### config.mk
export PLATFORM = sky130hd
export DESIGN_NAME = trig_level_detector
export DESIGN_NICKNAME = d
export VERILOG_FILES = /design/src/rtl/trig_pkg.sv /design/src/rtl/trig_src_mux.sv /design/src/rtl/trig_level_cmp.sv /design/src/rtl/trig_cond_fsm.sv /design/src/rtl/trig_level_detector.sv
export SDC_FILE = /design/constraint.sdc
export NUM_CORES = 1
export LEC_CHECK = 0
export BUFFER_PORTS_ARGS = -buffer_cell sky130_fd_sc_hd__clkbuf_2
export CAP_MARGIN = 20
export CORE_MARGIN = 3
export CORE_UTILIZATION = 41
export DETAILED_ROUTE_END_ITERATION = 16
export MAX_ROUTING_LAYER = met4
export PLACE_DENSITY = 0.87
export SKIP_LAST_GASP = 1
export SLEW_MARGIN = 20
export SYNTH_ARGS = -nofsm -noshare
export SYNTH_HDL_FRONTEND = slang
export SYNTH_SLANG_ARGS = --single-unit
### constraint.sdc
create_clock -name clk -period 3.1 [get_ports clk]
set_clock_uncertainty 0.05 [all_clocks]
set_input_delay 0.155 -clock clk [delete_from_list [all_inputs] [get_ports clk]]
set_output_delay 0.155 -clock clk [all_outputs]
set_load 0.1 [all_outputs]
### src/rtl/trig_pkg.sv
package trig_pkg;

    localparam int LVL_W = 8;

    typedef enum logic [2:0] {
        COND_BELOW   = 3'd0,
        COND_ABOVE   = 3'd1,
        COND_INSIDE  = 3'd2,
        COND_HYST_HI = 3'd3,
        COND_HYST_LO = 3'd4
    } cond_e;

endpackage

### src/rtl/trig_src_mux.sv
module trig_src_mux #(
    parameter int NUM_SRC  = 5,
    parameter int SAMPLE_W = 16,
    parameter int SEL_W    = 3,
    parameter int LVL_W    = 8
) (
    input  logic [NUM_SRC*SAMPLE_W-1:0] smp_data,
    input  logic [NUM_SRC-1:0]          smp_valid,
    input  logic [SEL_W-1:0]            src_sel,
    output logic [LVL_W-1:0]            mon_lvl,
    output logic                        mon_ok
);
    logic [SAMPLE_W-1:0] chan [NUM_SRC];
    logic [SAMPLE_W-1:0] pick;

    genvar g;
    generate
        for (g = 0; g < NUM_SRC; g++) begin : g_unpack
            assign chan[g] = smp_data[g*SAMPLE_W +: SAMPLE_W];
        end
    endgenerate

    always_comb begin
        pick   = '0;
        mon_ok = 1'b0;
        for (int i = 0; i < NUM_SRC; i++) begin
            if (src_sel == SEL_W'(i)) begin
                pick   = chan[i];
                mon_ok = smp_valid[i];
            end
        end
    end

    assign mon_lvl = pick[SAMPLE_W-1 -: LVL_W];

endmodule

### src/rtl/trig_level_cmp.sv
module trig_level_cmp #(
    parameter int LVL_W = 8
) (
    input  logic [LVL_W-1:0] mon_lvl,
    input  logic [LVL_W-1:0] lvl_lo,
    input  logic [LVL_W-1:0] lvl_hi,
    output logic             is_below,
    output logic             is_above,
    output logic             is_inside
);
    assign is_below  = mon_lvl < lvl_lo;
    assign is_above  = mon_lvl > lvl_hi;
    assign is_inside = (mon_lvl >= lvl_lo) && (mon_lvl <= lvl_hi);
endmodule

### src/rtl/trig_cond_fsm.sv
module trig_cond_fsm
    import trig_pkg::*;
#(
    parameter int SEL_W = 3
) (
    input  logic             clk,
    input  logic             rst_n,
    input  logic             mon_ok,
    input  logic             is_below,
    input  logic             is_above,
    input  logic             is_inside,
    input  logic [2:0]       cond_sel,
    input  logic [SEL_W-1:0] src_sel,
    output logic             trig
);
    typedef struct packed {
        logic             hit;
        logic             armed;
        logic             trig;
        logic [2:0]       cond;
        logic [SEL_W-1:0] sel;
    } st_t;

    st_t st_q, st_d;
    logic reconfig;
    logic hist_hit, hist_armed;

    always_comb begin
        st_d       = st_q;
        st_d.trig  = 1'b0;
        st_d.cond  = cond_sel;
        st_d.sel   = src_sel;
        reconfig   = (cond_sel != st_q.cond) || (src_sel != st_q.sel);
        hist_hit   = reconfig ? 1'b0 : st_q.hit;
        hist_armed = reconfig ? 1'b0 : st_q.armed;
        st_d.hit   = hist_hit;
        st_d.armed = hist_armed;
        if (mon_ok) begin
            case (cond_sel)
                COND_BELOW: begin
                    st_d.trig = is_below && !hist_hit;
                    st_d.hit  = is_below;
                end
                COND_ABOVE: begin
                    st_d.trig = is_above && !hist_hit;
                    st_d.hit  = is_above;
                end
                COND_INSIDE: begin
                    st_d.trig = is_inside && !hist_hit;
                    st_d.hit  = is_inside;
                end
                COND_HYST_HI: begin
                    if (hist_armed && is_above) begin
                        st_d.trig  = 1'b1;
                        st_d.armed = 1'b0;
                    end else if (is_below) begin
                        st_d.armed = 1'b1;
                    end
                end
                COND_HYST_LO: begin
                    if (hist_armed && is_below) begin
                        st_d.trig  = 1'b1;
                        st_d.armed = 1'b0;
                    end else if (is_above) begin
                        st_d.armed = 1'b1;
                    end
                end
                default: begin
                    st_d.hit   = 1'b0;
                    st_d.armed = 1'b0;
                end
            endcase
        end
    end

    always_ff @(posedge clk or negedge rst_n) begin
        if (!rst_n) begin
            st_q <= '{hit: 1'b0, armed: 1'b0, trig: 1'b0,
                      cond: COND_BELOW, sel: '0};
        end else begin
            st_q <= st_d;
        end
    end

    assign trig = st_q.trig;

endmodule

### src/rtl/trig_level_detector.sv
module trig_level_detector #(
    parameter int NUM_SRC  = 5,
    parameter int SAMPLE_W = 16,
    parameter int SEL_W    = 3
) (
    input  logic                        clk,
    input  logic                        rst_n,
    input  logic [NUM_SRC*SAMPLE_W-1:0] smp_data,
    input  logic [NUM_SRC-1:0]          smp_valid,
    input  logic [SEL_W-1:0]            src_sel,
    input  logic [7:0]                  lvl_lo,
    input  logic [7:0]                  lvl_hi,
    input  logic [2:0]                  cond_sel,
    output logic                        trig_pulse
);
    localparam int LVL_W = trig_pkg::LVL_W;

    logic [LVL_W-1:0] mon_lvl;
    logic             mon_ok;
    logic             is_below, is_above, is_inside;

    trig_src_mux #(
        .NUM_SRC (NUM_SRC),
        .SAMPLE_W(SAMPLE_W),
        .SEL_W   (SEL_W),
        .LVL_W   (LVL_W)
    ) u_mux (
        .smp_data (smp_data),
        .smp_valid(smp_valid),
        .src_sel  (src_sel),
        .mon_lvl  (mon_lvl),
        .mon_ok   (mon_ok)
    );

    trig_level_cmp #(.LVL_W(LVL_W)) u_cmp (
        .mon_lvl  (mon_lvl),
        .lvl_lo   (lvl_lo),
        .lvl_hi   (lvl_hi),
        .is_below (is_below),
        .is_above (is_above),
        .is_inside(is_inside)
    );

    trig_cond_fsm #(.SEL_W(SEL_W)) u_fsm (
        .clk      (clk),
        .rst_n    (rst_n),
        .mon_ok   (mon_ok),
        .is_below (is_below),
        .is_above (is_above),
        .is_inside(is_inside),
        .cond_sel (cond_sel),
        .src_sel  (src_sel),
        .trig     (trig_pulse)
    );

endmodule

[Word level (Yosys, flattened, before mapping)]
Cells that the tools add are included.
Storage, ports and cells
  logic and storage cells: 53
  register bits: 9
  input port bits: 109
  output and inout bits: 1
Operators by class
  $lt $le $gt $ge: 4
  muxes and demuxes: 22
  equality and inequality tests: 10
  reduce and logical (&&, ||, !) cells: 12
Operator list (count)
  $mux W16: 5
  $mux W1: 13
  $eq A3 B2 Y1 const B: 4
  $ge A8 B8 Y1: 1
  $gt A8 B8 Y1: 1
  $le A8 B8 Y1: 1
  $lt A8 B8 Y1: 1
  $eq A3 B1 Y1 const B: 2
  $eq A3 B3 Y1 const B: 2
  $logic_and A1 B1 Y1: 6
  $logic_not A3 Y1: 2
  $ne A3 B3 Y1: 2
  $pmux W1 S5: 1
  $pmux W1 S4: 1
  $mux W3: 1
  $pmux W1 S3: 1
  $reduce_or A3 Y1: 1
  $reduce_or A2 Y1: 1
  $logic_not A1 Y1: 1
  $logic_or A1 B1 Y1: 1

[Longest topological paths before layout]
Gate-level depths: netlist of the first run.
  depth after elaboration: 11
  mapped depth: 10
  gate-level depth less buffers: 10

[Cells and area by module]
From an unflattened synthesis of the first run, not the netlist that was laid out.
Unflattened totals
  cell total of the unflattened synthesis: 158
  area, all modules: 1328.8 um2
Modules (own cells, without submodules)
  trig_cond_fsm: instances 1, area an instance 501.7 um2, cells each 45, sequential area each 225.2 um2
  trig_level_cmp: instances 1, area an instance 419.2 um2, cells each 61, sequential area each 0.0 um2
  trig_src_mux: instances 1, area an instance 407.9 um2, cells each 52, sequential area each 0.0 um2

[Worst setup path after synthesis of the first run]
No wires, ideal clock.
  path type: in2reg
  start: input port src_sel[0]
  end: register u_fsm.st_q[7] in the netlist's numbering
  buffers on the path: 1
  setup time: 0.082 ns
  setup slack: 0.219 ns
  data arrival time: 2.749 ns
  data required time: 2.968 ns
  stages: 10
  cells stage by stage: buf_6 -> mux4_2 -> a22o_1 -> ha_1 -> a21o_1 -> a221o_1 -> a21o_1 -> or4_1 -> o311a_1 -> a31oi_1
RTL lines
  from (decl): RTL line trig_level_detector.sv:10  | input logic [SEL_W-1:0] src_sel,
  to (signal assigned): RTL line trig_cond_fsm.sv:78  | st_q <= '{hit: 1'b0, armed: 1'b0, trig: 1'b0,
  to (signal assigned): RTL line trig_cond_fsm.sv:81  | st_q <= st_d;
  to (decl): RTL line trig_cond_fsm.sv:24  | st_t st_q, st_d;

==> reports/metrics.yaml, run 1 <==
arrival_ns: 2.92
layout.nets: 329
hold_violations: 0
p_leak_nw: 0.896
fillCellCount: 255
cp.required_ns: 3.23
io_pins: 110
timing.rr.end: "u_fsm.st_q[8]"
cts.hold.buffers_added: 1
max_freq_mhz: 359
final-setup-viol-count: 0
clock_latency_ns: 0.25
ys_seq_elements: 9
yosys.cell_count.top_type: "inv_1"
r2r-start: "u_fsm.st_q[2]"
ir_drop_mv: 0.252
antenna_found_initial: 0
grt_pass1_wl_um: 5130
status: "finished, final reports clean"
clock_sinks: 9
cts_resized: 0
ant_nets: 0
synth_nets: 254
syn_inst: 129
min_period_over_period_pct: 89.8
worstHoldStart: "src_sel[2]"
whs_path_depth: 1
instances_no_fill: 234
finalSetupTns_ns: 0
clkSlewWorstSetupHoldPaths_ns: 0.06
synth_area_leader_cell: "dfrtp_1"
area_growth_pct: 34.8
path_max_fanout: 9
power.share.switching_pct: 33.2
vias_per_cell: 5.45
min_path_type: "in2reg"
powerDensity_nw_per_um2: 253
die_h_um: 60.6
seq_area_frac_synth_pct: 18.4
io_buffers: 69
synth.distinct_cells: 40
holdPathEnd: "u_fsm.st_q[2]"
clockPowerShare_pct: 20.9
synthFlopType: "dfrtp_1"
gp_congestion: 0.890
grt_pass1_vias: 1246
ys_warn_count: 0
firstDrtPassIters: 4
combPwrFrac_pct: 49.0
routed_wl_um: 3140
post-route-min-period_ns: 2.78
dpl.hpwl_um: 2820
grt_usage_pct: 19.0
crit_type: "in2reg"
die_w_um: 60.6
vias: 1275
rsz0062_at_grt: "no"
yosys-top-cells-area: "dfrtp_1 (18%), mux4_2 (17%), ha_1 (16%)"
numPlacedInstances: 229
ys_async_sr_fraction_pct: 100
drc: 0
rows: 19
post_cts_buffers: 0
syn-mean-instance-area_um2: 9.48
start_util_pct: 43.6
antenna_cells: 0
relSlewSlack_pct: 63.7
fin_total_pwr_w: 0.000417
ys_top_cells_by_count: "inv_1 (17), ha_1 (16)"
cts_buffers: 3
start_kind: "input pin"
tightest_slew_ns: 0.547
intPower_w: 0.000279
seqPwrFrac_pct: 30.1
core_um2: 2810
grt_max_degree: 13
drv_cap: 0
synth_edf_count: 0
rrSetupSlack_ns: 1.48
worstSetupEndpointType: "flop"
whs_ns: 0.00661
htreeDepth: 1
cts_max_path_buffers: 2
p_switching_w: 0.000138
maxSlewViolCount: 0
synth.cell_area_um2: 1220
cts_root_buf: "clkbuf_4"
die_area_um2: 3670
drt-initial-drc-count: 64
grt-ovfl-total: 0
r2r_cells: 6
wl_per_cell_um: 13.4
cts_tree: "built"
synth.top_cell.area_share_pct: 18.4
drive_gt1_share_pct: 45.3
[layout make-up]
type / count / area [um2] / share of cell area [%]
multi-input combinational: 98 / 905 / 54.9
timing repair buffer: 74 / 385 / 23.4
sequential: 9 / 225 / 13.7
inverter: 18 / 67.6 / 4.10
tap: 31 / 38.8 / 2.35
clock buffer: 4 / 26.3 / 1.59
[power by group through the flow]
| stage | clock (W) | combinational [W] | sequential [W] |
|---|---|---|---|
| 6_report | 0.0000872 | 0.000204 | 0.000126 |
| 5_1_grt | 0.0000945 | 0.000231 | 0.000126 |
| 4_1_cts | 0.0000895 | 0.000206 | 0.000126 |
| 3_5_place_dp | 0 | 0.000204 | 0.000128 |
| 3_3_place_gp | 0 | 0.000200 | 0.000127 |
| 2_1_floorplan | 0 | 0.000124 | 0.000132 |
[routing by layer]
metal  routed length (um)  vias up  global-route usage, %  share of wire (%)
li1                     -      643                      -                  -
met4                   16        0                   4.02               0.51
met1                 1330      570                   22.6                 42
met3                  244        2                   3.19                7.8
met5                    0        -                      -                  0
met2                 1550       60                   33.4                 49
[cells in the final DEF, fill, tap and decap left out, types with 2 or more instances in the layout]
cell / count
clkbuf_2: 69
inv_1: 17
ha_1: 16
mux4_2: 9
nand2_1: 9
a21oi_1: 9
dfrtp_1: 9
a22o_1: 7
nor2_1: 6
xnor2_1: 4
buf_4: 4
nand4_1: 3
o21ai_0: 3
clkbuf_4: 3
xor2_1: 2
nor3_1: 2
o211ai_1: 2
a21o_1: 2
or4_1: 2
nand3_1: 2
nand4b_1: 2
[critical path, cell delays in order]
cell	delay, ns
clkbuf_2	0.15
buf_4	0.23
mux4_2	0.52
a22o_1	0.22
ha_1	0.31
nand4_1	0.11
nand2b_1	0.16
a21oi_1	0.17
nor2_1	0.14
or4b_2	0.62
nand3b_1	0.12
[sequential cells by signal (all words and copies together) (netlist names)]
register and flops:
u_fsm.st_q 8, u_fsm.trig 1
[worst max path at each step]
stage / startpoint / to / slack, ns / depth (start not counted)
6_report: src_sel[0] / u_fsm.st_q[8] / 0.32 / 11
5_1_grt: src_sel[0] / u_fsm.st_q[8] / 0.11 / 11
4_1_cts: src_sel[0] / u_fsm.st_q[8] / 0.29 / 11
3_5_place_dp: src_sel[0] / u_fsm.st_q[8] / 0.04 / 11
3_3_place_gp: src_sel[0] / u_fsm.st_q[7] / 0.07 / 10
2_1_floorplan: src_sel[0] / u_fsm.st_q[7] / 0.22 / 10
[kinds of logic (layout without fill, tap and decap cells)]
logic type,after synthesis,after routing,synth area share (%)
AO/OA/AOI/OAI,35,35,21.9
flip-flops,9,9,18.4
adder cells (fa/ha/maj),16,16,16.4
multiplexers,9,9,16.6
AND/OR/NAND/NOR,32,32,14.8
buffers and inverters,22,96,7.57
XOR/XNOR,6,6,4.30
[per-stage QoR]
stage          setup slack, ns  cell area (um2)  utilization (%)
2_1_floorplan            0.219             1220                -
3_3_place_gp            0.0658             1610             57.4
3_5_place_dp            0.0377             1610             57.4
4_1_cts                  0.287             1650             58.7
5_1_grt                  0.111             1650             58.7
6_report                 0.317             1650             58.7
No activity file was read; power rests on OpenSTA's default activity.
==> run 2: changes to the inputs <==
--- a/config.mk
+++ b/config.mk
@@ -7,11 +7,13 @@
 export LEC_CHECK = 0
 export BUFFER_PORTS_ARGS = -buffer_cell sky130_fd_sc_hd__clkbuf_2
 export CAP_MARGIN = 20
-export CORE_MARGIN = 3
-export CORE_UTILIZATION = 41
+export CORE_MARGIN = 10
+export CORE_UTILIZATION = 42
+export CTS_BUF_LIST = sky130_fd_sc_hd__clkbuf_8
 export DETAILED_ROUTE_END_ITERATION = 16
 export MAX_ROUTING_LAYER = met4
-export PLACE_DENSITY = 0.87
+export PLACE_DENSITY = 0.89
+export REMOVE_ABC_BUFFERS = 1
 export SKIP_LAST_GASP = 1
 export SLEW_MARGIN = 20
 export SYNTH_ARGS = -nofsm -noshare
==> run 2 against run 1 <==
  * Clock power rose by 53%
  * Register-to-register slack got worse by 0.03 ns
  * Combinational power is 3% higher
  * Routed wire length is 22% higher
  * Hold slack improved by 0.027 ns
  * Sequential share of layout area is 0.27 points lower
  * Largest power group unchanged
  * Flip-flop and latch count did not move
  * First-iteration DRC count fell by 30%
  * Utilization increased by 1.7 points
  * Sequential power barely moved
  * Critical path depth shrank 1
  * Maximum frequency shrank 0.55%
==> reports/metrics.yaml, run 2 (synthesis gave the netlist of run 1 again) <==
combPwrFrac_pct: 44.7  # -4.3 points
cts_tree: "built"
die_area_um2: 5470  # +49%
dpl.hpwl_um: 3300  # +17%
vias_per_cell: 5.58  # +2.5%
grt_usage_pct: 14.9  # -4.1 points
area_growth_pct: 37.6
cts_root_buf: "clkbuf_8"
core_um2: 2780  # -0.85%
rrSetupSlack_ns: 1.45  # -0.03 ns
drive_gt1_share_pct: 45.9  # +0.53 points
r2r_cells: 6  # unchanged
seqPwrFrac_pct: 26.9  # -3.2 points
cts.hold.buffers_added: 1  # unchanged
start_kind: "input pin"
clock_latency_ns: 0.23  # -0.02 ns
cp.required_ns: 3.20  # -0.03 ns
drc: 0  # unchanged
final_common_cell: "clkbuf_2"
ant_nets: 0  # unchanged
maxSlewViolCount: 0  # unchanged
cts_buffers: 3  # unchanged
htreeDepth: 1  # unchanged
finalSetupTns_ns: 0  # unchanged
power.share.switching_pct: 32.0  # -1.1 points
cts_max_path_buffers: 2  # unchanged
finish.utilization_pct: 60.5  # +1.7 points
worstSetupEndpointType: "flop"
timing.rr.end: "u_fsm.st_q[8]"
grt_pass1_wl_um: 6350  # +24%
gp_congestion: 0.869  # -2.4%
layout.nets: 331  # +0.61%
powerDensity_nw_per_um2: 280  # +10%
post-route-min-period_ns: 2.80  # +0.0153 ns
final-setup-viol-count: 0  # unchanged
firstDrtPassIters: 4  # unchanged
largest_reg_flops: 8  # unchanged
p_leak_nw: 0.917  # +2.4%
p_switching_w: 0.000151  # +8.8%
io_buffers: 69  # unchanged
crit_family: "compound AO/OA/AOI/OAI gates"
r2r-start: "u_fsm.st_q[1]"
intPower_w: 0.000319  # +15%
cts_resized: 0  # unchanged
grt-ovfl-total: 0  # unchanged
status: "finished, final reports clean"
arrival_ns: 2.90  # -0.02 ns
whs_path_depth: 1  # unchanged
drt-initial-drc-count: 45  # -30%
routed_wl_um: 3820  # +22%
top_register: "u_fsm.st_q"
most-common-layout-cells: "clkbuf_2 (69), inv_1 (18), ha_1 (16)"
crit_type: "in2reg"
fin_total_pwr_w: 0.000470  # +13%
min_path_type: "in2reg"
hold_violations: 0  # unchanged
holdPathEnd: "u_fsm.st_q[2]"
io_pins: 110  # unchanged
rows: 19  # unchanged
clkSlewWorstSetupHoldPaths_ns: 0.05  # about the same
path_common_cell: "a21o_1"
start_util_pct: 43.9  # +0.37 points
worstHoldStart: "src_sel[2]"
die_h_um: 74.0  # +22%
post_cts_buffers: 0  # unchanged
critPathLaunch: "src_sel[0]"
rsz0062_at_grt: "no"
fillCellCount: 228  # -11%
grt_max_degree: 13  # unchanged
antenna_found_initial: 0  # unchanged
slowest_delay_ns: 0.53  # -0.09 ns
path_cells: "clkbuf_2 > mux4_2 > a22o_1 > ha_1 > a21o_1 > a221o_1 > a21o_1 > or4_1 > o311a_1 > a31oi_1"
ir_drop_mv: 0.311  # +23%
cp_slowest_cell: "mux4_2"
die_w_um: 74.0  # +22%
crit_buf_inv: 1  # -1
min_period_over_period_pct: 90.3  # +0.49 points
clockPowerShare_pct: 28.4  # +7.5 points
max_freq_mhz: 357  # -0.55%
antenna_cells: 0  # unchanged
grt_pass1_vias: 1466  # +18%
vias: 1318  # +3.4%
path_max_fanout: 5  # -4
drv_cap: 0  # unchanged
wl_per_cell_um: 16.2  # +21%
tightest_slew_ns: 0.555  # +0.00781 ns
clock_sinks: 9  # unchanged
relSlewSlack_pct: 63.2  # -0.52 points
==> run 2: cell count changes in the layout (fill, tap and decap cells not counted), sizes merged <==
| cell | delta |
|---|---|
| clkbuf | -1 |
| inv | +1 |
| buf | +2 |
==> run 2: how the worst max path moves through the flow <==
stage,end,cells past startpoint
finish,u_fsm.st_q[7],10
global route,u_fsm.st_q[7],11
CTS,u_fsm.st_q[7],10
detailed placement,u_fsm.st_q[7],10
global placement,u_fsm.st_q[7],10
floorplan,u_fsm.st_q[7],9
==> run 2: power by group through the flow <==
stage	Sequential, W	Clock (W)	Combinational, W
3_5_place_dp	0.000128	0	0.000208
6_report	0.000126	0.000133	0.000210
2_1_floorplan	0.000132	0	0.000115
4_1_cts	0.000126	0.000136	0.000211
3_3_place_gp	0.000128	0	0.000202
5_1_grt	0.000127	0.000143	0.000237
==> run 2: layout make-up <==
type	count	area, um2	area share, %
multi-input cells	98	905	53.8
repair buffers	76	400	23.8
flip-flops and latches	9	225	13.4
inverters	18	67.6	4.02
clock buffers	3	41.3	2.46
well taps	31	38.8	2.31
clock inverters	1	3.75	0.223
==> run 2: stage by stage <==
step	instance area (um2)	std cells	setup WS [ns]	hold WS, ns
4_1_cts	1680	236	0.309	0.0366
5_1_grt	1680	236	0.121	0.0407
2_1_floorplan	1200	125	0.404	-0.191
3_3_place_gp	1630	231	0.0915	-0.0353
6_report	1680	236	0.302	0.0340
3_5_place_dp	1630	231	0.0752	-0.0334
==> run 2: worst reg2reg max path, cell delays in order (launching register included) <==
cell	delay, ns
dfrtp_1	0.38
xnor2_1	0.19
nand4_1	0.12
nor3_1	0.40
nand2_1	0.13
o221ai_1	0.19
nand3b_1	0.13
==> run 2: routing by layer <==
| metal | GRT usage [%] | vias to the layer above | part of all wire, % |
|---|---|---|---|
| met5 | - | - | 0 |
| met4 | 4.14 | 0 | 1.7 |
| met3 | 4.26 | 9 | 8.6 |
| met2 | 24.5 | 69 | 46 |
| met1 | 17.2 | 595 | 43 |
| li1 | - | 645 | - |
==> run 3: changes to the inputs <==
==> constraint.sdc (replaced) <==
create_clock -name clk -period 3.1 [get_ports clk]
set_clock_uncertainty 0.05 [all_clocks]
set_input_delay 0.62 -clock clk [delete_from_list [all_inputs] [get_ports clk]]
set_output_delay 0.62 -clock clk [all_outputs]
set_load 0.1 [all_outputs]
==> run 3 against run 2 <==
  * First-iteration DRC count up 71%
  * Sequential power about the same
  * Global-route usage up 1.2 points
  * Hold slack better by 0.15 ns
  * Power up 8.1%
  * Critical endpoint unchanged
  * Register-to-register slack worse by 0.03 ns
  * Utilization up 5.9 points
==> reports/metrics.yaml, run 3 (synthesis gave the netlist of run 1 again) <==
status: "finished, final reports clean"
grt_pass1_wl_um: 6830  # +7.6%
final-setup-viol-count: 0  # unchanged
cts_buffers: 3  # unchanged
antenna_found_initial: 0  # unchanged
min_period_over_period_pct: 99.3  # +9.0 points
cp_slowest_cell: "mux4_2"
grtUsageMet2_pct: 27.7  # +3.1 points
routed_wl_um: 4130  # +8.2%
multiInputGateArea_um2: 925  # +2.2%
largest_reg_flops: 8  # unchanged
instances_no_fill: 252  # +6.8%
vias_per_cell: 5.58  # about the same
slowest_delay_ns: 0.51  # -0.02 ns
ant_nets: 0  # unchanged
grt-ovfl-total: 0  # unchanged
register_area_um2: 225  # unchanged
die_h_um: 74.0  # unchanged
grt_pass1_vias: 1559  # +6.3%
grt_max_degree: 13  # unchanged
cts_root_buf: "clkbuf_8"
gr-usage-met3_pct: 4.65  # +0.40 points
die_area_um2: 5470  # unchanged
cts_tree: "built"
gp_congestion: 0.915  # +5.3%
die_w_um: 74.0  # unchanged
maxSlewViolCount: 0  # unchanged
clock_latency_ns: 0.23  # about the same
rsz0062_at_grt: "yes"
crit_family: "compound AO/OA/AOI/OAI gates"
worstSetupEndpointType: "flop"
max_freq_mhz: 325  # -9.1%
ir_drop_mv: 0.621  # +100%
most-common-layout-cells: "clkbuf_2 (68), buf_4 (22), inv_1 (18)"
drt-initial-drc-count: 77  # +71%
powerDensity_nw_per_um2: 275  # -1.6%
start_kind: "input pin"
path_max_fanout: 5  # unchanged
fin_total_pwr_w: 0.000508  # +8.1%
top_usage_layer: "met2"
whs_ns: 0.181  # +0.147 ns
clkSlewWorstSetupHoldPaths_ns: 0.05  # about the same
antenna_cells: 0  # unchanged
grt_usage_pct: 16.1  # +1.2 points
drc: 0  # unchanged
cp.required_ns: 3.19  # about the same
area_growth_pct: 51.1
min_path_type: "in2async"
final_common_cell: "clkbuf_2"
vias: 1407  # +6.8%
clock_sinks: 9  # unchanged
start_util_pct: 43.9  # unchanged
layout.nets: 347  # +4.8%
drive_gt1_share_pct: 51.6  # +5.7 points
path_cells: "buf_12 > mux4_2 > a22o_1 > ha_1 > and3_4 > a221o_1 > a21o_1 > or4_1 > o311a_1 > a31oi_1"
tightest_slew_ns: 0.565  # +0.00990 ns
finish.utilization_pct: 66.4  # +5.9 points
numPlacedInstances: 246  # +6.5%
cts_max_path_buffers: 2  # unchanged
firstDrtPassIters: 4  # unchanged
io_pins: 110  # unchanged
crit_type: "in2reg"
global_route.usage.met1_pct: 18.7  # +1.5 points
fillCellCount: 224  # -1.8%
finalSetupTns_ns: 0  # unchanged
top_register: "u_fsm.st_q"
post-route-min-period_ns: 3.08  # +0.280 ns
wl_per_cell_um: 16.4  # +1.3%
rows: 19  # unchanged
dpl.hpwl_um: 3600  # +9.1%
core_um2: 2780  # unchanged
critical_path_depth: 10  # unchanged
p_leak_nw: 1.01  # +10%
drv_cap: 0  # unchanged
r2r_cells: 6  # unchanged
arrival_ns: 3.17  # +0.27 ns
crit_buf_inv: 1  # unchanged
relSlewSlack_pct: 62.5  # -0.66 points
io_buffers: 69  # unchanged
htreeDepth: 1  # unchanged
hold_violations: 0  # unchanged
run 3: power by group:
part | switching (W) | leakage (nW) | internal (W)
logic | 0.000111 | 0.870 | 0.000137
registers | 0.00000293 | 0.111 | 0.000124
clock network | 0.0000474 | 0.0269 | 0.0000863
total | 0.000161 | 1.01 | 0.000347
run 3: timing repair:
item / 4_1_cts / 5_1_grt
endpoints found under the hold margin: 0 / 0
hold buffers: 0 / 0
pin swaps: 7 / 2
setup buffers: 1 / 1
endpoints found under the setup margin: 3 / 3
gates resized for setup: 4 / 4
run 3: per-layer routing:
metal  up-vias  wire length [um]
met5         -                 0
met4         0                43
met3        10               326
met2        71              2010
met1       647              1750
li1        679                 -
run 3: metrics by stage:
| step | worst slack, ns | instance area (um2) |
|---|---|---|
| 2_1_floorplan | -0.0606 | 1200 |
| 3_3_place_gp | -0.405 | 1750 |
| 3_5_place_dp | -0.449 | 1750 |
| 4_1_cts | -0.0242 | 1820 |
| 5_1_grt | -0.0789 | 1850 |
| 6_report | 0.0227 | 1850 |
run 3: worst register-to-register path: cells and delay by family, from the launching register on:
| family | cells | cell delay, ns |
|---|---|---|
| xor+xnor | 1 | 0.18 |
| flops | 1 | 0.38 |
| compound gates | 2 | 0.30 |
| simple gates | 3 | 0.67 |
run 3: final timing paths:
kind                       slack (ns)       endpoint           from
min                              0.18  u_fsm.st_q[4]          rst_n
min in group clk                 0.55  u_fsm.st_q[7]  u_fsm.st_q[7]
max                              0.02  u_fsm.st_q[7]     src_sel[0]
min reg2reg                      0.55  u_fsm.st_q[7]  u_fsm.st_q[7]
max in group asynchronous        2.64  u_fsm.st_q[1]          rst_n
max reg2reg                      1.42  u_fsm.st_q[7]  u_fsm.st_q[1]
run 3: layout make-up:
class	count	area share, %
repair buffers	92	29.5
clock inverters	1	0.203
inverters	18	3.66
well taps	31	2.10
clock buffers	3	2.24
multi-input cells	98	50.1
flip-flops and latches	9	12.2
